===== config.mk =====
export PLATFORM = sky130hd
export DESIGN_NAME = i2c_xfer_seq
export DESIGN_NICKNAME = d
export VERILOG_FILES = /design/src/rtl/i2c_seq_pkg.sv /design/src/rtl/i2c_seq_desc_chk.sv /design/src/rtl/i2c_seq_csum.sv /design/src/rtl/i2c_seq_fsm.sv /design/src/rtl/i2c_xfer_seq.sv
export SDC_FILE = /design/constraint.sdc
export NUM_CORES = 1
export LEC_CHECK = 0
export BUFFER_PORTS_ARGS = -buffer_cell sky130_fd_sc_hd__buf_4
export CAP_MARGIN = 20
export CORE_UTILIZATION = 53
export DETAILED_ROUTE_END_ITERATION = 8
export PLACE_DENSITY = 0.83
export SLEW_MARGIN = 10
export SYNTH_ARGS = -nofsm -noshare
export SYNTH_HDL_FRONTEND = slang
export SYNTH_SLANG_ARGS = --single-unit

===== constraint.sdc =====
create_clock -name clk -period 2.6 [get_ports clk]
set_input_delay 0.39 -clock clk [delete_from_list [all_inputs] [get_ports clk]]
set_output_delay 0.39 -clock clk [all_outputs]
set_load 0.005 [all_outputs]

===== src/rtl/i2c_seq_pkg.sv =====
package i2c_seq_pkg;

    typedef enum logic [1:0] {
        OP_START = 2'd0,
        OP_WRITE = 2'd1,
        OP_READ  = 2'd2,
        OP_STOP  = 2'd3
    } op_e;

    typedef enum logic [2:0] {
        STS_OK       = 3'd0,
        STS_NOACK    = 3'd1,
        STS_BADFIRST = 3'd2,
        STS_DIRFLIP  = 3'd3,
        STS_RSVD     = 3'd4
    } status_e;

    // bit order is fixed: neighbours build this word
    typedef struct packed {
        logic        chain;     // 31: continuation
        logic        sum_only;  // 30: checksum mode
        logic        retry;     // 29: hint, not used here
        logic [20:0] rsvd;      // 28:8
        logic [6:0]  dev;       // 7:1
        logic        rd;        // 0
    } ctrl_t;

endpackage


===== src/rtl/i2c_seq_desc_chk.sv =====
module i2c_seq_desc_chk
    import i2c_seq_pkg::*;
(
    input  ctrl_t   ctrl,
    input  logic    first,
    input  logic    held_dir,
    output status_e verdict
);

    logic retry_unused;
    assign retry_unused = ctrl.retry;

    always_comb begin
        if (first && ctrl.chain) begin
            verdict = STS_BADFIRST;
        end else if (|ctrl.rsvd) begin
            verdict = STS_RSVD;
        end else if (!first && ctrl.chain && (ctrl.rd != held_dir)) begin
            verdict = STS_DIRFLIP;
        end else begin
            verdict = STS_OK;
        end
    end

endmodule


===== src/rtl/i2c_seq_csum.sv =====
module i2c_seq_csum #(
    parameter int SUM_W = 32
) (
    input  logic             clk,
    input  logic             rst_n,
    input  logic             clr,
    input  logic             add,
    input  logic [7:0]       add_byte,
    output logic [SUM_W-1:0] sum
);

    typedef struct packed {
        logic [SUM_W-1:0] acc;
    } acc_t;

    acc_t acc_d, acc_q;

    always_comb begin
        acc_d = acc_q;
        if (clr) begin
            acc_d.acc = '0;
        end else if (add) begin
            acc_d.acc = acc_q.acc + SUM_W'(add_byte);
        end
    end

    always_ff @(posedge clk or negedge rst_n) begin
        if (!rst_n) begin
            acc_q <= '0;
        end else begin
            acc_q <= acc_d;
        end
    end

    assign sum = acc_q.acc;

endmodule


===== src/rtl/i2c_seq_fsm.sv =====
module i2c_seq_fsm
    import i2c_seq_pkg::*;
#(
    parameter int LEN_W = 16
) (
    input  logic             clk,
    input  logic             rst_n,
    input  logic             desc_valid,
    output logic             desc_ready,
    input  logic [7:0]       desc_addr,
    input  logic             desc_sum,
    input  logic             desc_chain,
    input  logic             desc_rd,
    input  logic [LEN_W-1:0] desc_len,
    input  logic             desc_last,
    input  status_e          verdict,
    output logic             cur_first,
    output logic             cur_dir,
    input  logic             wr_valid,
    output logic             wr_ready,
    input  logic [7:0]       wr_data,
    output logic             rd_valid,
    input  logic             rd_ready,
    output logic [7:0]       rd_data,
    output logic             cmd_valid,
    input  logic             cmd_ready,
    output op_e              cmd_op,
    output logic [7:0]       cmd_wdata,
    output logic             cmd_nack,
    input  logic             rsp_valid,
    input  logic             rsp_ack,
    input  logic [7:0]       rsp_rdata,
    output logic             sum_clr,
    output logic             sum_add,
    output logic             done_valid,
    output status_e          done_status
);

    localparam logic [LEN_W-1:0] ONE = LEN_W'(1);

    typedef enum logic [3:0] {
        S_FETCH, S_START, S_ADDR, S_DATA, S_WRGET, S_WRITE,
        S_PEEK, S_READ, S_RDOUT, S_STOP, S_DRAIN, S_DONE
    } state_e;

    typedef struct packed {
        state_e           st;
        logic             wait_rsp;
        logic [7:0]       addr;
        logic             sum_only;
        logic [LEN_W-1:0] cnt;
        logic             last;
        logic             first;
        logic             held;
        logic             dir;
        logic [7:0]       dbyte;
        logic             nack;
        status_e          status;
    } regs_t;

    regs_t d, q;
    logic  is_cmd;
    logic  got;

    always_comb begin
        d           = q;
        desc_ready  = 1'b0;
        wr_ready    = 1'b0;
        rd_valid    = 1'b0;
        cmd_op      = OP_START;
        cmd_wdata   = 8'h00;
        cmd_nack    = 1'b0;
        sum_clr     = 1'b0;
        sum_add     = 1'b0;
        done_valid  = 1'b0;
        done_status = q.status;

        is_cmd    = (q.st == S_START) || (q.st == S_ADDR) || (q.st == S_WRITE) ||
                    (q.st == S_READ)  || (q.st == S_STOP);
        cmd_valid = is_cmd && !q.wait_rsp;
        got       = is_cmd && q.wait_rsp && rsp_valid;
        if (cmd_valid && cmd_ready) begin
            d.wait_rsp = 1'b1;
        end
        if (got) begin
            d.wait_rsp = 1'b0;
        end

        case (q.st)
            S_FETCH: begin
                desc_ready = 1'b1;
                if (desc_valid) begin
                    sum_clr    = q.first;
                    d.first    = 1'b0;
                    d.addr     = desc_addr;
                    d.sum_only = desc_sum;
                    d.cnt      = desc_len;
                    d.last     = desc_last;
                    if (verdict != STS_OK) begin
                        d.status = verdict;
                        if (q.held) begin
                            d.st = S_STOP;
                        end else if (desc_last) begin
                            d.st = S_DONE;
                        end else begin
                            d.st = S_DRAIN;
                        end
                    end else if (!desc_chain) begin
                        d.dir = desc_rd;
                        d.st  = S_START;
                    end else begin
                        d.st = S_DATA;
                    end
                end
            end
            S_START: begin
                cmd_op = OP_START;
                if (got) begin
                    d.held = 1'b1;
                    d.st   = S_ADDR;
                end
            end
            S_ADDR: begin
                cmd_op    = OP_WRITE;
                cmd_wdata = q.addr;
                if (got) begin
                    if (rsp_ack) begin
                        d.st = S_DATA;
                    end else begin
                        d.status = STS_NOACK;
                        d.st     = S_STOP;
                    end
                end
            end
            S_DATA: begin
                if (q.cnt == '0) begin
                    d.st = q.last ? S_STOP : S_FETCH;
                end else if (!q.dir) begin
                    d.st = S_WRGET;
                end else if ((q.cnt == ONE) && !q.last) begin
                    d.st = S_PEEK;
                end else begin
                    d.nack = (q.cnt == ONE);
                    d.st   = S_READ;
                end
            end
            S_WRGET: begin
                wr_ready = 1'b1;
                if (wr_valid) begin
                    d.dbyte = wr_data;
                    d.st    = S_WRITE;
                end
            end
            S_WRITE: begin
                cmd_op    = OP_WRITE;
                cmd_wdata = q.dbyte;
                if (got) begin
                    if (rsp_ack) begin
                        d.cnt = q.cnt - ONE;
                        d.st  = S_DATA;
                    end else begin
                        d.status = STS_NOACK;
                        d.st     = S_STOP;
                    end
                end
            end
            S_PEEK: begin
                if (desc_valid) begin
                    d.nack = !desc_chain;
                    d.st   = S_READ;
                end
            end
            S_READ: begin
                cmd_op   = OP_READ;
                cmd_nack = q.nack;
                if (got) begin
                    d.dbyte = rsp_rdata;
                    d.cnt   = q.cnt - ONE;
                    if (q.sum_only) begin
                        sum_add = 1'b1;
                        d.st    = S_DATA;
                    end else begin
                        d.st = S_RDOUT;
                    end
                end
            end
            S_RDOUT: begin
                rd_valid = 1'b1;
                if (rd_ready) begin
                    d.st = S_DATA;
                end
            end
            S_STOP: begin
                cmd_op = OP_STOP;
                if (got) begin
                    d.held = 1'b0;
                    d.st   = ((q.status != STS_OK) && !q.last) ? S_DRAIN : S_DONE;
                end
            end
            S_DRAIN: begin
                desc_ready = 1'b1;
                if (desc_valid && desc_last) begin
                    d.st = S_DONE;
                end
            end
            S_DONE: begin
                done_valid = 1'b1;
                d.first    = 1'b1;
                d.status   = STS_OK;
                d.st       = S_FETCH;
            end
            default: d.st = S_FETCH;
        endcase
    end

    always_ff @(posedge clk or negedge rst_n) begin
        if (!rst_n) begin
            q       <= '0;
            q.st    <= S_FETCH;
            q.first <= 1'b1;
            q.status <= STS_OK;
        end else begin
            q <= d;
        end
    end

    assign rd_data   = q.dbyte;
    assign cur_first = q.first;
    assign cur_dir   = q.dir;

endmodule


===== src/rtl/i2c_xfer_seq.sv =====
module i2c_xfer_seq
    import i2c_seq_pkg::*;
#(
    parameter int LEN_W = 16,
    parameter int SUM_W = 32
) (
    input  logic             clk,
    input  logic             rst_n,
    input  logic             desc_valid,
    output logic             desc_ready,
    input  logic [31:0]      desc_ctrl,
    input  logic [LEN_W-1:0] desc_len,
    input  logic             desc_last,
    input  logic             wr_valid,
    output logic             wr_ready,
    input  logic [7:0]       wr_data,
    output logic             rd_valid,
    input  logic             rd_ready,
    output logic [7:0]       rd_data,
    output logic             cmd_valid,
    input  logic             cmd_ready,
    output logic [1:0]       cmd_op,
    output logic [7:0]       cmd_wdata,
    output logic             cmd_nack,
    input  logic             rsp_valid,
    input  logic             rsp_ack,
    input  logic [7:0]       rsp_rdata,
    output logic             done_valid,
    output logic [2:0]       done_status,
    output logic [SUM_W-1:0] done_sum
);

    ctrl_t   ctrl_w;
    status_e verdict_w;
    status_e status_w;
    op_e     op_w;
    logic    first_w;
    logic    dir_w;
    logic    sum_clr_w;
    logic    sum_add_w;

    assign ctrl_w = ctrl_t'(desc_ctrl);

    i2c_seq_desc_chk u_chk_desc (
        .ctrl     (ctrl_w),
        .first    (first_w),
        .held_dir (dir_w),
        .verdict  (verdict_w)
    );

    i2c_seq_fsm #(.LEN_W(LEN_W)) u_fsm (
        .clk         (clk),
        .rst_n       (rst_n),
        .desc_valid  (desc_valid),
        .desc_ready  (desc_ready),
        .desc_addr   ({ctrl_w.dev, ctrl_w.rd}),
        .desc_sum    (ctrl_w.sum_only),
        .desc_chain  (ctrl_w.chain),
        .desc_rd     (ctrl_w.rd),
        .desc_len    (desc_len),
        .desc_last   (desc_last),
        .verdict     (verdict_w),
        .cur_first   (first_w),
        .cur_dir     (dir_w),
        .wr_valid    (wr_valid),
        .wr_ready    (wr_ready),
        .wr_data     (wr_data),
        .rd_valid    (rd_valid),
        .rd_ready    (rd_ready),
        .rd_data     (rd_data),
        .cmd_valid   (cmd_valid),
        .cmd_ready   (cmd_ready),
        .cmd_op      (op_w),
        .cmd_wdata   (cmd_wdata),
        .cmd_nack    (cmd_nack),
        .rsp_valid   (rsp_valid),
        .rsp_ack     (rsp_ack),
        .rsp_rdata   (rsp_rdata),
        .sum_clr     (sum_clr_w),
        .sum_add     (sum_add_w),
        .done_valid  (done_valid),
        .done_status (status_w)
    );

    i2c_seq_csum #(.SUM_W(SUM_W)) u_csum (
        .clk      (clk),
        .rst_n    (rst_n),
        .clr      (sum_clr_w),
        .add      (sum_add_w),
        .add_byte (rsp_rdata),
        .sum      (done_sum)
    );

    assign cmd_op      = op_w;
    assign done_status = status_w;

endmodule


## Word-level counts from Yosys, hierarchy flattened

Index checks and enable logic that the tools add are counted.

- Register bits: 78
- Input port bits: 73
- Output and inout bits: 59
- Word-level logic and storage cells: 150

- Add/subtract/negate cells: 2
- Equality and inequality tests: 29
- Muxes and demuxes: 62
- Bitwise logic cells: 2
- Reduce and logical (&&, ||, !) cells: 42

Operator list:

| cell | count |
|---|---|
| 32-bit 2-to-1 mux | 2 |
| 4-bit 2-to-1 mux | 15 |
| 16-bit 2-to-1 mux | 3 |
| 16-bit one-hot mux with 3 select lines | 1 |
| 4-bit one-hot mux with 10 select lines | 1 |
| 32-bit by 8-bit adder with 32-bit output | 1 |
| 8-bit one-hot mux with 2 select lines | 2 |
| 1-bit 2-to-1 mux | 21 |
| 21-bit OR reduction | 1 |
| 18-bit 2-to-1 mux | 1 |
| 3-bit 2-to-1 mux | 6 |
| 16-bit by 1-bit equality test with 1-bit output (second input constant) | 1 |
| 4-bit by 3-bit equality test with 1-bit output (second input constant) | 4 |
| 4-bit equality test (second input constant) | 4 |
| 16-bit logical NOT | 1 |
| 8-bit 2-to-1 mux | 2 |
| 2-bit by 1-bit inequality test with 1-bit output (second input constant) | 8 |
| 2-bit inequality test (second input constant) | 8 |
| 16-bit by 1-bit subtractor with 16-bit output (second input constant) | 1 |
| 5-bit AND reduction | 3 |
| 2-bit nonzero test | 6 |
| 3-bit nonzero test | 4 |
| 1-bit logical AND | 10 |
| 3-bit one-hot mux with 3 select lines | 1 |
| other kinds (15) | 30 |

## Logic depth before layout (Yosys ltp)

- Depth after elaboration: 11
- Mapped depth: 10
- Gate-level depth less buffers: 8

## Hierarchy

Synthesis repeated with hierarchy kept, for this count alone.

- Cells, all modules: 594
- Area total of the unflattened synthesis: 5,213.8 µm²

Modules (own cells, without submodules):

| module | instances | cells an instance | area each (µm²) | sequential area each (µm²) |
|---|---|---|---|---|
| i2c_seq_fsm | 1 | 371 | 3,105.5 | 1,152.4 |
| i2c_seq_csum | 1 | 208 | 1,976.9 | 800.8 |
| i2c_seq_desc_chk | 1 | 15 | 131.4 | 0.0 |

## Worst setup path after synthesis

Ideal clock, no wire load.

- Path kind: input port to flip-flop
- From: input port rsp_rdata[0]
- To: register u_csum.acc_q, in the netlist u_csum.sum[12]
- Setup time: 0.078 ns
- Arrival time: 2.357 ns
- Data required time: 2.522 ns
- Slack: 0.165 ns
- Cell stages on the path: 10
- Buffers on the path: 2
- Path through: ha_1 -> fa_1 -> a21o_1 -> a21oi_1 -> o21a_1 -> or2_1 -> clkbuf_1 -> clkbuf_1 -> o21ai_0 -> a21oi_1

- Word-level cells in the longest chain between the ends: 3

Ends and longest elaborated chain:

| what | line | text |
|---|---|---|
| start, declared | i2c_xfer_seq.sv:27 | `input logic [7:0] rsp_rdata,` |
| 32-bit by 8-bit adder with 32-bit output | i2c_seq_csum.sv:23 | `acc_d.acc = acc_q.acc + SUM_W'(add_byte);` |
| 32-bit 2-to-1 mux | i2c_seq_csum.sv:22 | `end else if (add) begin` |
| 32-bit 2-to-1 mux | i2c_seq_csum.sv:20 | `if (clr) begin` |
| end signal, assigned | i2c_seq_csum.sv:29 | `acc_q <= '0;` |
| end signal, assigned | i2c_seq_csum.sv:31 | `acc_q <= acc_d;` |
| end, declared | i2c_seq_csum.sv:16 | `acc_t acc_d, acc_q;` |

Every way passes these cells. The select of a mux whose other input is x is not followed.
A chain may end at the register's enable or synchronous reset.

## Worst setup path in the final report

- From: register u_fsm.q[45] (netlist bit)
- To: output port cmd_valid

- Word-level cells in the longest chain between the ends: 6
- Elaborated cells between the ends (all ways): 10
- Classes of those cells: 5 x eq/ne; 5 x reduce/logical

Ends and longest elaborated chain:

| what | line | text |
|---|---|---|
| start, declared | i2c_seq_fsm.sv:61 | `regs_t d, q;` |
| 4-bit by 1-bit equality test with 1-bit output / 4-bit by 2-bit equality test with 1-bit output (equally long branches) | i2c_seq_fsm.sv:78 | `is_cmd = (q.st == S_START) \|\| (q.st == S_ADDR) \|\| (q.st == S_WRITE) \|\|` |
| 1-bit logical OR (3 in a row) | i2c_seq_fsm.sv:78 |  |
| 1-bit logical OR * | i2c_seq_fsm.sv:79 | `(q.st == S_READ) \|\| (q.st == S_STOP);` |
| 1-bit logical AND * | i2c_seq_fsm.sv:80 | `cmd_valid = is_cmd && !q.wait_rsp;` |
| end, declared | i2c_xfer_seq.sv:20 | `output logic cmd_valid,` |

Every way passes the cells marked *; elsewhere a longest branch is shown, timed or not.

==> impl_metrics.toml <==
[timing]
fin_hold_ws_ps = 31.5
timing.final.crit_share_pct = 96.2
setup_viol = 0
slew_violations = 0
timing.final.ws_setup_ps = 99.6
timing.setup.tns_ps = 0
worstMarginPinSlew_ps = 1020
skew_ps = 8.17
period_needed_ps = 2500
rsz0062_at_grt = "false"
fmax_ghz = 0.400
max_slew_margin_pct = 32.0
hold_viol_final = 0

[yosys]
syn_area_um2 = 4920
synth_seq_area_share_pct = 39.7
synth_seq_cells = 78
synth.net_count = 648
synth-main-ff-cell = "dfrtp_1"
synthTopCellsByArea = "dfrtp_1 (39%), o21ai_0 (5.4%), nor2_1 (5.2%), nand2_1 (3.6%), a21oi_1 (3.5%)"
syn_area_per_cell_um2 = 8.73
synth_edf_count = 0
yosys_warnings = 0
synth.top_cell.area_share_pct = 39.1
ys_async_sr_fraction_pct = 100
yosysTopAreaCell = "dfrtp_1"
synth.distinct_cells = 60
synth_cells = 564

[die]
core_area_um2 = 8850
dieArea_um2 = 9680
rows = 34
io_pins = 132
fp.dieH_um = 98.4
initial_core_util_pct = 55.6
die_w_um = 98.4

[placement]
gp_congestion = 0.964
place_ws_ps = 162
port_buffers = 130
dp_hpwl_mm = 9.90

[clock_network]
clk_latency_ps = 350
cts_buffer_depth = 2
cts.htree.levels = 3
cts.sinks = 78
cts_tree = "done"
clk_pin_slew_ps = 80
cts_setup_buffers = 0
cts_buffers = 9
cts_repair_resize_count = 1
root_buffer = "clkbuf_8"
postCtsHoldBufs = 0

[critical_path]
rr_worst_depth = 9
crit_fanout = 30
cp-end-kind = "primary output"
required_ps = 2210
cp-start-kind = "register"
arrival_ps = 2110
path_class = "reg -> out"

[global_routing]
grt_pass1_vias = 4701
grt_pass1_wl_mm = 22.5
grt_max_degree = 45
gr-total-overflow = 0
gr-usage-all-layers_pct = 29.3
antenna_found_initial = 0

[outcome]
outcome = "complete, but fails checks"
violations = "DRC"

[layout]
drive_gt1_share_pct = 27.7
synthToLayoutAreaGrowth_pct = 26.5
utilization_pct = 70.4
nNetsFinal = 768
num_antenna_cells = 0

[pwr]
cellPowerDensity_nw_per_um2 = 903
max-vdd-ir-drop_v = 0.000500
p_leak_nw = 2.84

[route]
drt_iter0_drc = 336
avgRoutedWirePerCell_um = 17.1
via_per_inst = 6.16
antenna_left = 0
drc = 10
dr.pass1.iters = 8
vias = 4907
routed_wl_mm = 13.7

[hold_path]
hp-class = "in -> async"

[run]
max_cap_viol_count = 0
flip-flops by register name, summed over array words and instances (netlist names):
register,cells
u_fsm.q,33
u_csum.sum,32
u_fsm.rd_data,8
u_fsm.done_status,3
u_fsm.cur_dir,1
u_fsm.cur_first,1
layout by cell type, fill, tap and decap left out, types with 15 or more instances in the layout:
master,synthesis,routed
nand2_1,47,47
inv_1,15,15
buf_4,11,147
nor3_1,23,23
mux2_2,15,15
xnor2_1,17,17
o21ai_0,53,53
nor2_1,68,67
dfrtp_1,77,77
a21oi_1,34,34
kinds of logic after synthesis:
logic type	count (synthesis)	share of synthesized area, %
fa+ha+maj	11	2.95
compound gates	168	22.9
xor+xnor	22	3.91
simple gates	205	20.1
buf+inv	56	5.24
flops	78	39.7
mux	24	5.26
per-layer routing:
metal	GRT usage (%)	vias up	share of wire (%)
met1	37.3	2341	41
li1	-	2312	-
met4	13.0	0	2.4
met2	49.5	222	49
met5	0	-	0
met3	4.51	32	7.2
per-stage QoR:
stage          total power (W)  cell area, um2  cells
5_1_grt                0.00601            6230    797
3_3_place_gp           0.00446            6010    781
6_report               0.00562            6230    797
4_1_cts                0.00558            6220    797
3_5_place_dp           0.00456            6010    781
2_1_floorplan          0.00365            4920    564
worst max-delay path: stages, from the launching register on:
cell	delay [ps]
dfrtp_1	410
buf_12	170
or3b_1	430
a21oi_1	250
nand2b_1	180
nor2b_1	190
buf_4	140
layout make-up:
type,instances,area [um2]
clock buffers,10,128
flip-flops and latches,78,1950
multi-input cells,430,2710
fillers,713,2620
well taps,108,135
inverters,15,56.3
clock inverters,6,86.3
repair buffers,150,1150
worst paths after layout:
check	start	endpoint	slack, ps
max	u_fsm.q[45]	cmd_valid	100
min	rst_n	u_fsm.q[38]	30
max reg2reg	u_csum.sum[0]	u_csum.sum[14]	240
min reg2reg	u_fsm.cur_first	u_fsm.cur_first	510
max in group asynchronous	rst_n	u_csum.sum[14]	1910
min in group clk	rsp_valid	u_fsm.q[41]	260
synthesized netlist by cell type (3+ instances only):
cell       number
a2111oi_4       3
buf_1           7
nor3_1         23
a21o_1          8
nand4_1         8
xor2_1          5
ha_1           10
buf_4          11
xnor2_1        17
clkbuf_1       18
inv_1          15
nand2_1        47
mux2_2         15
nor2_1         68
mux2i_1         9
a22oi_1        12
o31ai_1        12
a32oi_1         4
and3_1          4
a21oi_1        34
o21ai_0        53
nand3_1        10
a31oi_1        11
nor2b_1         3
nand2b_1        8
dfrtp_1        77
o21a_1          3
a211oi_1        7
nor4_1         10
buf_2           5
and2_1          4
or4_1           9
where the power goes:
| part | internal (W) | total, W | switching (W) |
|---|---|---|---|
| registers | 0.00158 | 0.00190 | 0.000317 |
| logic | 0.00123 | 0.00272 | 0.00149 |
| clock network | 0.000540 | 0.00100 | 0.000465 |
| total | 0.00335 | 0.00562 | 0.00227 |
Note: power is estimated with default switching activity, not from simulation.
